## src/rtl/chr_lcd_pkg.sv

```systemverilog
package chr_lcd_pkg;

    typedef enum logic [2:0] {
        ST_IDLE,
        ST_SETUP,
        ST_STROBE,
        ST_KEEP,
        ST_SWAP,
        ST_TAIL,
        ST_DONE
    } lcd_state_e;

    // ceiling of ns/period, never below one cycle
    function automatic int unsigned ns_to_cyc(input int unsigned ns, input int unsigned per);
        int unsigned c;
        c = (ns + per - 1) / per;
        return (c == 0) ? 1 : c;
    endfunction

    function automatic int unsigned max2(input int unsigned a, input int unsigned b);
        return (a > b) ? a : b;
    endfunction

endpackage

```

## src/rtl/chr_lcd_timer.sv

```systemverilog
module chr_lcd_timer #(
    parameter int unsigned CW = 8
) (
    input  logic          clk,
    input  logic          rst_n,
    input  logic          load,
    input  logic [CW-1:0] load_val,
    output logic          expired
);
    logic [CW-1:0] cnt;

    // a window of N cycles: load N-1, count to zero
    always_ff @(posedge clk or negedge rst_n) begin
        if (!rst_n) begin
            cnt <= '0;
        end else if (load) begin
            cnt <= load_val - CW'(1);
        end else if (cnt != '0) begin
            cnt <= cnt - CW'(1);
        end
    end

    assign expired = (cnt == '0);
endmodule

```

## src/rtl/chr_lcd_datapath.sv

```systemverilog
module chr_lcd_datapath (
    input  logic       clk,
    input  logic       rst_n,
    input  logic       capture,
    input  logic       req_rs,
    input  logic       req_rw,
    input  logic [7:0] req_data,
    input  logic       req_mode4,
    input  logic       use_low,
    input  logic       sample,
    input  logic [7:0] lcd_din,
    output logic       lcd_rs,
    output logic       lcd_rw,
    output logic       mode4_q,
    output logic [7:0] lcd_dout,
    output logic [7:0] rd_data
);
    logic [7:0] byte_q;
    logic [7:0] rd_q;
    logic [3:0] nib;

    always_ff @(posedge clk or negedge rst_n) begin
        if (!rst_n) begin
            lcd_rs  <= 1'b0;
            lcd_rw  <= 1'b0;
            mode4_q <= 1'b0;
            byte_q  <= '0;
        end else if (capture) begin
            lcd_rs  <= req_rs;
            lcd_rw  <= req_rw;
            mode4_q <= req_mode4;
            byte_q  <= req_data;
        end
    end

    always_ff @(posedge clk or negedge rst_n) begin
        if (!rst_n) begin
            rd_q <= '0;
        end else if (sample) begin
            if (!mode4_q) begin
                rd_q <= lcd_din;
            end else if (!use_low) begin
                rd_q[7:4] <= lcd_din[7:4];
            end else begin
                rd_q[3:0] <= lcd_din[7:4];
            end
        end
    end

    always_comb begin
        nib = use_low ? byte_q[3:0] : byte_q[7:4];
        if (lcd_rw) begin
            lcd_dout = '0;
        end else if (mode4_q) begin
            lcd_dout = {nib, 4'b0000};
        end else begin
            lcd_dout = byte_q;
        end
    end

    assign rd_data = rd_q;
endmodule

```

## src/rtl/chr_lcd_fsm.sv

```systemverilog
module chr_lcd_fsm
    import chr_lcd_pkg::*;
#(
    parameter int unsigned CW        = 8,
    parameter int unsigned SETUP_CYC = 14,
    parameter int unsigned HIGH_CYC  = 45,
    parameter int unsigned HOLD_CYC  = 1,
    parameter int unsigned GAP_CYC   = 54,
    parameter int unsigned TAIL_CYC  = 41
) (
    input  logic          clk,
    input  logic          rst_n,
    input  logic          req_valid,
    input  logic          mode4_q,
    input  logic          rw_q,
    input  logic          expired,
    output logic          req_ready,
    output logic          capture,
    output logic          tmr_load,
    output logic [CW-1:0] tmr_val,
    output logic          use_low,
    output logic          sample,
    output logic          lcd_en,
    output logic          lcd_doe,
    output logic          done
);
    lcd_state_e state, nxt;

    // next state and timer loads
    always_comb begin
        nxt      = state;
        tmr_load = 1'b0;
        tmr_val  = CW'(1);
        capture  = 1'b0;
        sample   = 1'b0;
        unique case (state)
            ST_IDLE: begin
                if (req_valid) begin
                    nxt      = ST_SETUP;
                    capture  = 1'b1;
                    tmr_load = 1'b1;
                    tmr_val  = CW'(SETUP_CYC);
                end
            end
            ST_SETUP: begin
                if (expired) begin
                    nxt      = ST_STROBE;
                    tmr_load = 1'b1;
                    tmr_val  = CW'(HIGH_CYC);
                end
            end
            ST_STROBE: begin
                if (expired) begin
                    sample   = 1'b1;
                    tmr_load = 1'b1;
                    if (mode4_q && !use_low) begin
                        nxt     = ST_KEEP;
                        tmr_val = CW'(HOLD_CYC);
                    end else begin
                        nxt     = ST_TAIL;
                        tmr_val = CW'(TAIL_CYC);
                    end
                end
            end
            ST_KEEP: begin
                if (expired) begin
                    nxt      = ST_SWAP;
                    tmr_load = 1'b1;
                    tmr_val  = CW'(GAP_CYC);
                end
            end
            ST_SWAP: begin
                if (expired) begin
                    nxt      = ST_STROBE;
                    tmr_load = 1'b1;
                    tmr_val  = CW'(HIGH_CYC);
                end
            end
            ST_TAIL: begin
                if (expired) nxt = ST_DONE;
            end
            ST_DONE: nxt = ST_IDLE;
            default: nxt = ST_IDLE;
        endcase
    end

    // state register and nibble select
    always_ff @(posedge clk or negedge rst_n) begin
        if (!rst_n) begin
            state   <= ST_IDLE;
            use_low <= 1'b0;
        end else begin
            state <= nxt;
            if (capture) begin
                use_low <= 1'b0;
            end else if (state == ST_KEEP && expired) begin
                use_low <= 1'b1;
            end
        end
    end

    // outputs decoded from state
    always_comb begin
        req_ready = 1'b0;
        lcd_en    = 1'b0;
        lcd_doe   = 1'b0;
        done      = 1'b0;
        unique case (state)
            ST_IDLE:   req_ready = 1'b1;
            ST_SETUP:  lcd_doe   = !rw_q;
            ST_STROBE: begin
                lcd_en  = 1'b1;
                lcd_doe = !rw_q;
            end
            ST_KEEP:   lcd_doe   = !rw_q;
            ST_SWAP:   lcd_doe   = !rw_q;
            ST_TAIL:   lcd_doe   = !rw_q;
            ST_DONE:   done      = 1'b1;
            default:   req_ready = 1'b0;
        endcase
    end
endmodule

```

## src/rtl/chr_lcd_cycle.sv

```systemverilog
module chr_lcd_cycle
    import chr_lcd_pkg::*;
#(
    parameter int unsigned CLK_PERIOD_NS = 10,
    parameter int unsigned T_SEL_SU_NS   = 140,
    parameter int unsigned T_SEL_HD_NS   = 10,
    parameter int unsigned T_EN_HIGH_NS  = 450,
    parameter int unsigned T_EN_CYC_NS   = 1000,
    parameter int unsigned T_WR_SU_NS    = 195,
    parameter int unsigned T_WR_HD_NS    = 10,
    parameter int unsigned T_RD_VAL_NS   = 320
) (
    input  logic       clk,
    input  logic       rst_n,
    input  logic       mode_4bit,
    input  logic       req_valid,
    output logic       req_ready,
    input  logic       req_rs,
    input  logic       req_rw,
    input  logic [7:0] req_data,
    output logic       done,
    output logic [7:0] rd_data,
    output logic       lcd_rs,
    output logic       lcd_rw,
    output logic       lcd_en,
    output logic [7:0] lcd_dout,
    output logic       lcd_doe,
    input  logic [7:0] lcd_din
);
    localparam int unsigned SETUP_CYC = ns_to_cyc(T_SEL_SU_NS, CLK_PERIOD_NS);
    localparam int unsigned HOLD_CYC  = max2(ns_to_cyc(T_SEL_HD_NS, CLK_PERIOD_NS),
                                             ns_to_cyc(T_WR_HD_NS, CLK_PERIOD_NS));
    localparam int unsigned HIGH_CYC  = max2(ns_to_cyc(T_EN_HIGH_NS, CLK_PERIOD_NS),
                                        max2(ns_to_cyc(T_WR_SU_NS, CLK_PERIOD_NS),
                                             ns_to_cyc(T_RD_VAL_NS, CLK_PERIOD_NS)));
    localparam int unsigned PER_CYC   = ns_to_cyc(T_EN_CYC_NS, CLK_PERIOD_NS);
    localparam int unsigned LOW_RAW   = (PER_CYC > HIGH_CYC) ? PER_CYC - HIGH_CYC : 0;
    localparam int unsigned LOW_CYC   = max2(HOLD_CYC + 1, LOW_RAW);
    localparam int unsigned GAP_CYC   = LOW_CYC - HOLD_CYC;
    localparam int unsigned TAIL_CYC  = max2(HOLD_CYC,
                                             (LOW_CYC > SETUP_CYC) ? LOW_CYC - SETUP_CYC : 1);
    localparam int unsigned MAX_CYC   = max2(max2(SETUP_CYC, HIGH_CYC),
                                             max2(GAP_CYC, TAIL_CYC));
    localparam int unsigned CW        = $clog2(MAX_CYC + 1);

    logic          capture;
    logic          tmr_load;
    logic [CW-1:0] tmr_val;
    logic          expired;
    logic          use_low;
    logic          sample;
    logic          mode4_q;

    chr_lcd_timer #(.CW(CW)) u_timer (
        .clk      (clk),
        .rst_n    (rst_n),
        .load     (tmr_load),
        .load_val (tmr_val),
        .expired  (expired)
    );

    chr_lcd_fsm #(
        .CW        (CW),
        .SETUP_CYC (SETUP_CYC),
        .HIGH_CYC  (HIGH_CYC),
        .HOLD_CYC  (HOLD_CYC),
        .GAP_CYC   (GAP_CYC),
        .TAIL_CYC  (TAIL_CYC)
    ) u_fsm (
        .clk       (clk),
        .rst_n     (rst_n),
        .req_valid (req_valid),
        .mode4_q   (mode4_q),
        .rw_q      (lcd_rw),
        .expired   (expired),
        .req_ready (req_ready),
        .capture   (capture),
        .tmr_load  (tmr_load),
        .tmr_val   (tmr_val),
        .use_low   (use_low),
        .sample    (sample),
        .lcd_en    (lcd_en),
        .lcd_doe   (lcd_doe),
        .done      (done)
    );

    chr_lcd_datapath u_dp (
        .clk       (clk),
        .rst_n     (rst_n),
        .capture   (capture),
        .req_rs    (req_rs),
        .req_rw    (req_rw),
        .req_data  (req_data),
        .req_mode4 (mode_4bit),
        .use_low   (use_low),
        .sample    (sample),
        .lcd_din   (lcd_din),
        .lcd_rs    (lcd_rs),
        .lcd_rw    (lcd_rw),
        .mode4_q   (mode4_q),
        .lcd_dout  (lcd_dout),
        .rd_data   (rd_data)
    );
endmodule

```

## config.mk

```make
export PLATFORM = sky130hd
export DESIGN_NAME = chr_lcd_cycle
export DESIGN_NICKNAME = d
export VERILOG_FILES = /design/src/rtl/chr_lcd_pkg.sv /design/src/rtl/chr_lcd_timer.sv /design/src/rtl/chr_lcd_datapath.sv /design/src/rtl/chr_lcd_fsm.sv /design/src/rtl/chr_lcd_cycle.sv
export SDC_FILE = /design/constraint.sdc
export NUM_CORES = 1
export LEC_CHECK = 0
export BUFFER_PORTS_ARGS = -buffer_cell sky130_fd_sc_hd__buf_2
export CAP_MARGIN = 0
export CORE_UTILIZATION = 40
export CTS_BUF_LIST = sky130_fd_sc_hd__clkbuf_8
export CTS_CLUSTER_DIAMETER = 40
export DETAILED_ROUTE_END_ITERATION = 10
export GPL_ROUTABILITY_DRIVEN = 0
export PLACE_DENSITY = 0.71
export SYNTH_ARGS = -nofsm -noshare
export SYNTH_HDL_FRONTEND = slang
export SYNTH_HIERARCHICAL = 1
export SYNTH_SLANG_ARGS = --single-unit
```

## constraint.sdc

```tcl
create_clock -name clk -period 2.58 [get_ports clk]
set_input_delay 0.387 -clock clk [delete_from_list [all_inputs] [get_ports clk]]
set_output_delay 0.387 -clock clk [all_outputs]
set_load 0.01 [all_outputs]
```

==> results of run 1 <==
[power by group through the flow]
| stage | clock (mW) | combinational [mW] | sequential [mW] |
|---|---|---|---|
| global route | 0.405 | 0.0676 | 0.474 |
| global placement | 0 | 0.0605 | 0.481 |
| detailed placement | 0 | 0.0611 | 0.481 |
| floorplan | 0 | 0.0259 | 0.478 |
| CTS | 0.381 | 0.0613 | 0.472 |
| finish | 0.369 | 0.0601 | 0.473 |
[synth_stat cells, drive strengths merged, types with 2 or more instances]
cell,instances
nor2b,4
nand2,17
mux2i,5
a21oi,14
buf,9
mux2,16
nand3,5
xor2,2
nand2b,5
and2,6
a211oi,2
a21o,2
dfrtp,29
nor2,11
o21ai,8
nor3,6
nand3b,3
xnor2,3
o22ai,6
[repair_timing]
action	CTS	global route
hold buffers	0	0
gates resized for setup	5	6
endpoints found under the hold margin	0	0
buffers inserted	2	4
cloned	0	0
pin swaps	2	6
setup endpoints to repair	1	1
[worst paths after layout]
| kind | from | endpoint | slack [ps] |
|---|---|---|---|
| min | rst_n | u_timer/cnt[4] | 120 |
| max reg2reg | u_timer/cnt[2] | u_timer/cnt[4] | 40 |
| max in group asynchronous | rst_n | u_dp/lcd_rw | 2030 |
| max | u_timer/cnt[2] | u_timer/cnt[4] | 40 |
| min reg2reg | u_dp/byte_q[4] | u_dp/byte_q[4] | 510 |
| min in group clk | req_data[0] | u_dp/byte_q[0] | 330 |
[final cells by class]
cell class | count | area, um^2 | area share [%]
clock inverter | 3 | 17.5 | 0.811
inverter | 1 | 3.75 | 0.174
timing repair buffer | 59 | 339 | 15.7
tap | 50 | 62.6 | 2.90
sequential | 29 | 726 | 33.6
clock buffer | 5 | 68.8 | 3.19
multi-input combinational | 126 | 942 | 43.6
[cell families after synthesis]
logic type,count (synthesis),synth area share [%]
multiplexers,21,14.8
buffers and inverters,10,4.02
AO/OA/AOI/OAI,37,13.6
adder cells (fa/ha/maj),1,0.745
XOR/XNOR,5,2.61
AND/OR/NAND/NOR,62,20.9
flip-flops,29,43.2
[stage by stage]
| step | cells | setup TNS [ps] | power (mW) |
|---|---|---|---|
| after CTS | 269 | 0 | 0.914 |
| final | 273 | 0 | 0.901 |
| after detailed placement | 259 | -120 | 0.542 |
| after global routing | 273 | -93.0 | 0.946 |
| after global placement | 259 | 0 | 0.541 |
| after floorplan | 165 | -21.4 | 0.504 |
[sequential cells by signal (all words and copies together) (netlist names)]
signal / flops
u_dp/lcd_rs: 1
u_dp/byte_q: 8
u_dp/mode4_q: 1
u_fsm/state: 3
u_dp/lcd_rw: 1
u_timer/cnt: 6
u_dp/rd_data: 8
u_fsm/use_low: 1
[per-layer routing]
| layer | vias to the layer above | global-route usage (%) |
|---|---|---|
| met5 | - | 0 |
| met4 | 0 | 5.59 |
| li1 | 697 | - |
| met1 | 661 | 23.4 |
| met3 | 4 | 5.65 |
| met2 | 36 | 26.4 |
[worst max-delay path, cell delays in order, from the launching register on]
cell	delay, ps
dfrtp_1	410
nor3_2	230
nand2_2	120
nor2_4	140
mux2_4	180
nand2_4	60
o21ai_4	100
mux2i_2	270
ha_2	220
or3b_4	400
a211oi_2	220
a21oi_1	60
==> flow_metrics.py, run 1 <==
metrics = {
    "setup_path": {
        "critPathKind": "flip-flop to flip-flop",
        "critical_path.startpoint_type": "flip-flop",
        "reg2regPathDepth": 11,
        "worst_setup_path_end_kind": "flip-flop",
        "cp_max_fo": 4,
        "crit_arrival_ps": 2710,
        "cp.required_ps": 2750,
    },
    "floorplan": {
        "start_util_pct": 41.7,
        "die_y_um": 66.8,
        "row_count": 23,
        "dieArea_um2": 4460,
        "die_w_um": 66.8,
        "core_um2": 4030,
        "pin_count": 44,
    },
    "pwr": {
        "leakagePower_nw": 1.04,
        "combinationalPowerShare_pct": 6.7,
        "p_per_area_nw_per_um2": 417,
        "power.switching_mw": 0.222,
        "peakVddDrop_uv": 319,
        "swShare_pct": 24.6,
        "p_int_mw": 0.680,
        "pwr-share-clk_pct": 40.9,
        "p_seq_share_pct": 52.4,
    },
    "logic_synthesis": {
        "synth_top_area_share_pct": 43.2,
        "yosysSeqAreaShare_pct": 43.2,
        "yosys.cell_types.count": 41,
        "syn_area_um2": 1680,
        "ys_ff_latch": 29,
        "ys_top_cells_by_area": "dfrtp_1 (43%), mux2_2 (7.4%), mux2_4 (4.5%)",
        "synth_area_per_cell_um2": 10.2,
        "yosys_warnings": 6,
        "synth-edff-count": 0,
        "synthCells": 165,
        "syn-num-nets": 188,
        "ys.flop_type": "dfrtp_1",
        "yosys.area.top_type": "dfrtp_1",
        "async_reset_ff_share_pct": 100,
    },
    "sta": {
        "hold_viol": 0,
        "setup_viol": 0,
        "fin_crit_ps": 2540,
        "hold_slack_ps": 121,
        "slew_headroom_pct": 56.9,
        "slew_viol_final": 0,
        "max_freq_mhz": 394,
        "fin_skew_ps": 9.91,
        "worst_slack_ps": 44.9,
        "worst_pin_slew_ps": 647,
        "grt_setup_unrepaired": "yes",
        "fin_crit_sh_pct": 98.3,
    },
    "clocking": {
        "clockRootBuffer": "clkbuf_8",
        "htreeDepth": 2,
        "cts_buffer_depth": 2,
        "path_clk_slew_ps": 70,
        "cts_sinks": 29,
        "cts_made_buffers": 5,
        "cts_tree": "done",
        "clock_latency_ps": 290,
    },
    "finish": {
        "mostFrequentLayoutCell": "buf_2",
        "fin_area_um2": 2160,
        "syn_to_final_growth_pct": 28.6,
        "layout-drive-gt1-share_pct": 45.7,
        "most-common-layout-cells": "buf_2 (43), dfrtp_1 (29), buf_4 (15)",
        "final_util_pct": 53.6,
        "fill_cells": 385,
        "finalNetCount": 245,
        "n_antenna_cell": 0,
    },
    "route": {
        "wl_met2_um": 1720,
        "drtPass1Iterations": 4,
        "drt-initial-drc-count": 45,
        "drcViolationCount": 0,
        "wl_met1_um": 1680,
        "viasPerCell": 5.12,
        "vias": 1398,
        "wl_per_cell_um": 13.3,
        "wl_um": 3640,
        "wl_met3_um": 205,
        "maxUsedRoutingLayer": "met4",
        "ant_nets": 0,
    },
    "grt": {
        "grt-ovfl-total": 0,
        "antenna_found_initial": 0,
        "track_usage_pct": 17.5,
        "grt_pass1_vias": 1259,
        "grt_pass1_wl_um": 5810,
        "grt_start_max_net_pins": 30,
    },
    "placed_design": {
        "place_worst_setup_slack_ps": -120,
        "placed_area_um2": 1980,
        "place_hpwl_um": 2540,
        "numPortBuffers": 43,
    },
    "job": {
        "cap_violations": 0,
    },
    "hold_path": {
        "hold_path.class": "primary input to async pin",
    },
    "outcome": {
        "outcome": "finished clean",
    },
}
Note: power is estimated with default switching activity, not from simulation.
==> run 2: changes to the inputs <==
CORE_ASPECT_RATIO = 2   (was default)
==> flow_metrics.py, run 2 (synthesis results as in run 1) <==
metrics = {
    "grt": {
        "grt_pass1_wl_um": 6050,
        "antenna_found_initial": 0,
        "grt_use_met2_pct": 32.3,
        "grt.met3_usage_pct": 3.86,
        "grt_busiest_layer": "met2",
        "grt_pass1_vias": 1368,
        "grt-ovfl-total": 0,
        "track_usage_pct": 19.3,
        "grt_start_max_net_pins": 30,
        "grt_util_met1_pct": 20.8,
    },
    "setup_path": {
        "reg2reg_slack_ps": 50,
        "cp_slowest_cell": "dfrtp_1",
        "critical_path.startpoint_type": "flip-flop",
        "worst_setup_path_end_kind": "flip-flop",
        "path_cells": "nor3_2 > nand2_2 > nor2_4 > mux2_4 > nand2_4 > o21ai_4 > mux2i_1 > ha_2 > or3b_4 > a211oi_2 > a21oi_1",
        "r2r_end": "u_timer/cnt[4]",
        "crit_arrival_ps": 2700,
        "cp.required_ps": 2750,
        "reg2regPathDepth": 11,
        "cp_max_fo": 4,
        "critPathKind": "flip-flop to flip-flop",
        "cp_slowest_stage_delay_ps": 410,
        "rr_startpoint": "u_timer/cnt[2]",
    },
    "route": {
        "vias": 1419,
        "wl_um": 3870,
        "ant_nets": 0,
        "drcViolationCount": 0,
        "drt-initial-drc-count": 18,
        "wl_per_cell_um": 14.2,
        "drtPass1Iterations": 4,
        "viasPerCell": 5.22,
    },
    "hold_path": {
        "hold_path.class": "primary input to async pin",
    },
    "clocking": {
        "cts_buffer_depth": 2,
        "clock_latency_ps": 280,
        "clockRootBuffer": "clkbuf_8",
        "cts_sinks": 29,
        "htreeDepth": 2,
        "cts_hold_buf": 0,
        "path_clk_slew_ps": 60,
        "cts_tree": "done",
        "cts_made_buffers": 5,
    },
    "pwr": {
        "swShare_pct": 23.9,
        "pwr-share-clk_pct": 40.1,
        "leakagePower_nw": 1.02,
        "peakVddDrop_uv": 335,
        "p_seq_share_pct": 53.1,
        "p_per_area_nw_per_um2": 418,
        "combinationalPowerShare_pct": 6.8,
        "p_int_mw": 0.677,
        "power.switching_mw": 0.213,
    },
    "floorplan": {
        "die_w_um": 47.8,
        "dieArea_um2": 4480,
        "start_util_pct": 41.5,
        "row_count": 33,
        "die_y_um": 93.6,
        "core_um2": 4050,
        "pin_count": 44,
    },
    "finish": {
        "fin_area_um2": 2130,
        "fill_cells": 415,
        "most-common-layout-cells": "buf_2 (43), dfrtp_1 (29), nand2_1 (14), a21oi_1 (14), buf_4 (13)",
        "syn_to_final_growth_pct": 26.8,
        "n_antenna_cell": 0,
        "layout-drive-gt1-share_pct": 44.1,
        "mostFrequentLayoutCell": "buf_2",
        "finalNetCount": 242,
        "layout.cells.non_filler": 272,
    },
    "sta": {
        "worst_pin_slew_ps": 659,
        "worst_slack_ps": 48.2,
        "fin_crit_ps": 2530,
        "hold_viol": 0,
        "fin_skew_ps": 6.03,
        "grt_setup_unrepaired": "yes",
        "tns_ps": 0,
        "fin_crit_sh_pct": 98.1,
        "slew_headroom_pct": 56.1,
        "max_freq_mhz": 395,
        "slew_viol_final": 0,
        "setup_viol": 0,
    },
    "placed_design": {
        "place_worst_setup_slack_ps": -25.4,
        "dp.cells": 263,
        "numPortBuffers": 43,
        "place_hpwl_um": 2830,
        "placed_area_um2": 2000,
    },
    "job": {
        "cap_violations": 0,
    },
    "outcome": {
        "outcome": "finished clean",
    },
}
## run 2: worst max path at each step
stage,to,startpoint,depth (start not counted)
2_1_floorplan,u_timer/cnt[4],u_timer/cnt[0],14
3_3_place_gp,u_timer/cnt[4],u_timer/cnt[0],12
3_5_place_dp,u_timer/cnt[4],u_timer/cnt[0],12
4_1_cts,u_timer/cnt[4],u_timer/cnt[0],11
5_1_grt,u_timer/cnt[4],u_timer/cnt[2],12
6_report,u_timer/cnt[4],u_timer/cnt[2],11
## run 2: repair_timing
action	CTS	global route
hold endpoints to repair	0	0
gates resized for setup	1	8
pin swaps	0	7
setup buffers	0	1
endpoints found under the setup margin	1	1
## run 2: cell type report
class / instances / area (um^2) / share of cell area [%]
timing repair buffer: 56 / 313 / 14.7
tap: 52 / 65.1 / 3.06
clock inverter: 3 / 13.8 / 0.647
inverter: 1 / 3.75 / 0.176
sequential: 29 / 726 / 34.1
clock buffer: 5 / 68.8 / 3.23
multi-input combinational: 126 / 938 / 44.1
## run 2: power groups by stage
stage | Clock, mW | Combinational (mW) | Sequential [mW]
6_report | 0.357 | 0.0603 | 0.472
5_1_grt | 0.390 | 0.0673 | 0.473
4_1_cts | 0.373 | 0.0615 | 0.472
3_5_place_dp | 0 | 0.0612 | 0.481
3_3_place_gp | 0 | 0.0605 | 0.481
2_1_floorplan | 0 | 0.0259 | 0.478
## run 2: critical path: cells and delay by family (launching register included)
family                     cells  cell delay [ps]
adders and majority gates      1              210
AOI/OAI and AO/OA              3              410
muxes                          2              430
and+or+nand+nor                5              970
DFF                            1              410
## run 2: routing by layer
metal  wire length (um)  share of wire (%)  vias up
met4                113                2.9        0
met1               1390                 36      680
met2               2230                 58       37
met3                136                3.5       10
met5                  0                  0        -
li1                   -                  -      692
## run 2: through the flow
step | utilization (%) | power [mW] | hold WS, ps
final | 52.6 | 0.889 | 133
after CTS | 51.5 | 0.906 | 152
after detailed placement | 49.3 | 0.542 | 460
after global placement | 49.3 | 0.541 | 452
after floorplan | - | 0.504 | 91.4
after global routing | 52.6 | 0.930 | 192
==> run 3: changes to the inputs <==
ABC_AREA = 1   (was default)
CAP_MARGIN = 20   (was 0)
==> flow_metrics.py, run 3 <==
metrics = {
    "outcome": {
        "outcome": "finished clean",
    },
    "finish": {
        "mostFrequentLayoutCell": "nand2_1",
        "seqCellArea_um2": 726,
        "syn_to_final_growth_pct": 20.9,
        "multi_input_area_um2": 802,
        "most-common-layout-cells": "nand2_1 (77), buf_2 (43), dfrtp_1 (29)",
        "fill_cells": 453,
        "layout-drive-gt1-share_pct": 27.1,
        "finalNetCount": 303,
        "n_antenna_cell": 0,
        "final_util_pct": 50.1,
    },
    "setup_path": {
        "crit_arrival_ps": 2500,
        "critPathKind": "flip-flop to flip-flop",
        "worst_setup_path_end_kind": "flip-flop",
        "reg2regPathDepth": 14,
        "rr_startpoint": "u_timer/cnt[2]",
        "cp_max_fo": 9,
        "critical_path.startpoint_type": "flip-flop",
        "reg2reg_slack_ps": 280,
        "cp.required_ps": 2780,
        "r2r_end": "u_timer/cnt[4]",
    },
    "sta": {
        "slew_headroom_pct": 57.7,
        "slew_viol_final": 0,
        "worst_slack_ps": 280,
        "worst_pin_slew_ps": 635,
        "max_freq_mhz": 435,
        "hold_viol": 0,
        "fin_skew_ps": 8.64,
        "setup_viol": 0,
        "tns_ps": 0,
        "fin_crit_sh_pct": 89.1,
        "grt_setup_unrepaired": "no",
        "fin_crit_ps": 2300,
    },
    "clocking": {
        "htreeDepth": 2,
        "cts_made_buffers": 5,
        "path_clk_slew_ps": 70,
        "cts_buffer_depth": 2,
        "cts_tree": "done",
        "cts_hold_buf": 0,
        "cts_resized": 0,
        "post_cts.repair.setup_buffers": 0,
        "cts_sinks": 29,
        "clock_latency_ps": 280,
        "clockRootBuffer": "clkbuf_8",
    },
    "logic_synthesis": {
        "yosys.area_share.simple_pct": 35.6,
        "synthCells": 233,
        "synth_compound_area_share_pct": 10.6,
        "yosys.cell_types.count": 28,
        "yosys_warnings": 6,
        "ys_ff_latch": 29,
        "async_reset_ff_share_pct": 100,
        "synthAdderAreaFrac_pct": 0.746,
        "synth_top_area_share_pct": 43.3,
        "synth-edff-count": 0,
        "synth-xor-area-share_pct": 0,
        "yosys.area.top_type": "dfrtp_1",
        "ys_top_cells_by_area": "dfrtp_1 (43%), nand2_1 (17%), inv_1 (6.0%)",
        "ys.flop_type": "dfrtp_1",
        "synth_area_per_cell_um2": 7.20,
        "yosysMostFrequentCell": "nand2_1",
        "synth_top_family_by_area": "simple AND/OR/NAND/NOR gates",
        "synth_mux_area_share_pct": 0.597,
        "yosysSeqAreaShare_pct": 43.3,
        "syn_area_um2": 1680,
        "syn-num-nets": 256,
        "synth_commonest_cells": "nand2_1 (77), dfrtp_1 (29), inv_1 (27)",
    },
    "job": {
        "cap_violations": 0,
    },
    "route": {
        "wl_um": 3810,
        "ant_nets": 0,
        "drt-initial-drc-count": 51,
        "wl_per_cell_um": 11.5,
        "vias": 1561,
        "viasPerCell": 4.70,
        "drtPass1Iterations": 4,
        "drcViolationCount": 0,
    },
    "pwr": {
        "swShare_pct": 21.0,
        "power.switching_mw": 0.179,
        "peakVddDrop_uv": 377,
        "p_seq_share_pct": 53.3,
        "combinationalPowerShare_pct": 3.3,
        "leakagePower_nw": 1.14,
        "p_int_mw": 0.675,
        "pwr-share-clk_pct": 43.4,
        "p_per_area_nw_per_um2": 421,
    },
    "placed_design": {
        "place_hpwl_um": 3000,
        "place_worst_setup_slack_ps": 172,
        "numPortBuffers": 43,
    },
    "floorplan": {
        "die_w_um": 47.8,
        "core_um2": 4050,
        "pin_count": 44,
        "dieArea_um2": 4470,
        "start_util_pct": 41.5,
        "die_y_um": 93.6,
        "row_count": 33,
    },
    "grt": {
        "grt-ovfl-total": 0,
        "track_usage_pct": 20.0,
        "antenna_found_initial": 0,
        "grt_pass1_wl_um": 6440,
        "grt_start_max_net_pins": 30,
        "grt_pass1_vias": 1525,
    },
    "hold_path": {
        "hold_path.class": "primary input to async pin",
    },
}
## run 3: cell types whose count changed after synthesis, moves of 6 or more
cell	previous run	this run
a21oi_1	14	8
inv_1	1	27
mux2_2	11	0
nand2_1	15	77
nand2_2	2	9
nand3_1	4	15
nor2_1	11	23
o21ai_0	3	18
## run 3: worst max-delay path, stage by stage, from the launching register on
cell	delay (ps)
dfrtp_1	390
nor2_1	110
nand3_1	110
inv_1	120
inv_1	90
a21oi_1	130
nand3_1	180
nand3_2	230
inv_4	80
o21ai_4	190
ha_1	200
inv_1	60
nor3_1	170
o21ai_0	100
nor2_1	90
## run 3: cell families (layout without fill, tap and decap cells)
group                      count (synthesis)  in the layout
AOI/OAI and AO/OA                         30             30
adders and majority gates                  1              1
buffers and inverters                     37             84
DFF                                       29             29
muxes                                      1              1
and+or+nand+nor                          135            135
## run 3: how the worst max path moves through the flow
stage | start | to | slack (ps)
floorplan | u_timer/cnt[2] | u_timer/cnt[4] | 520
global placement | u_timer/cnt[5] | u_timer/cnt[4] | 260
detailed placement | u_timer/cnt[0] | u_timer/cnt[4] | 170
CTS | u_timer/cnt[0] | u_timer/cnt[4] | 150
global route | u_timer/cnt[2] | u_timer/cnt[4] | 40
finish | u_timer/cnt[2] | u_timer/cnt[4] | 280
## run 3: power groups by stage
stage / Sequential, mW / Combinational [mW] / Clock [mW]
finish: 0.455 / 0.0284 / 0.371
global route: 0.455 / 0.0324 / 0.398
CTS: 0.455 / 0.0296 / 0.378
detailed placement: 0.463 / 0.0294 / 0
global placement: 0.463 / 0.0298 / 0
floorplan: 0.463 / 0.00297 / 0
## run 3: through the flow
step                      hold WS [ps]  total power, mW  instance area [um^2]  cells
final                              133            0.854                  2030    332
after detailed placement           454            0.493                  1940    325
after floorplan                   91.4            0.466                  1680    233
after global routing               185            0.884                  2030    332
after CTS                          158            0.862                  2020    332
after global placement             455            0.493                  1940    325
## run 3: per-layer routing
| layer | track usage (%) | routed length [um] | vias to the layer above |
|---|---|---|---|
| li1 | - | - | 812 |
| met3 | 3.86 | 103 | 9 |
| met1 | 19.6 | 1370 | 701 |
| met5 | 0 | 0 | - |
| met2 | 36.6 | 2240 | 39 |
| met4 | 8.80 | 91 | 0 |
## run 3: layout make-up
cell class	count	area share [%]
flip-flops and latches	29	35.8
well taps	52	3.21
multi-input cells	167	39.5
clock buffers	6	4.07
clock inverters	1	0.185
repair buffers	44	11.0
inverters	33	6.23
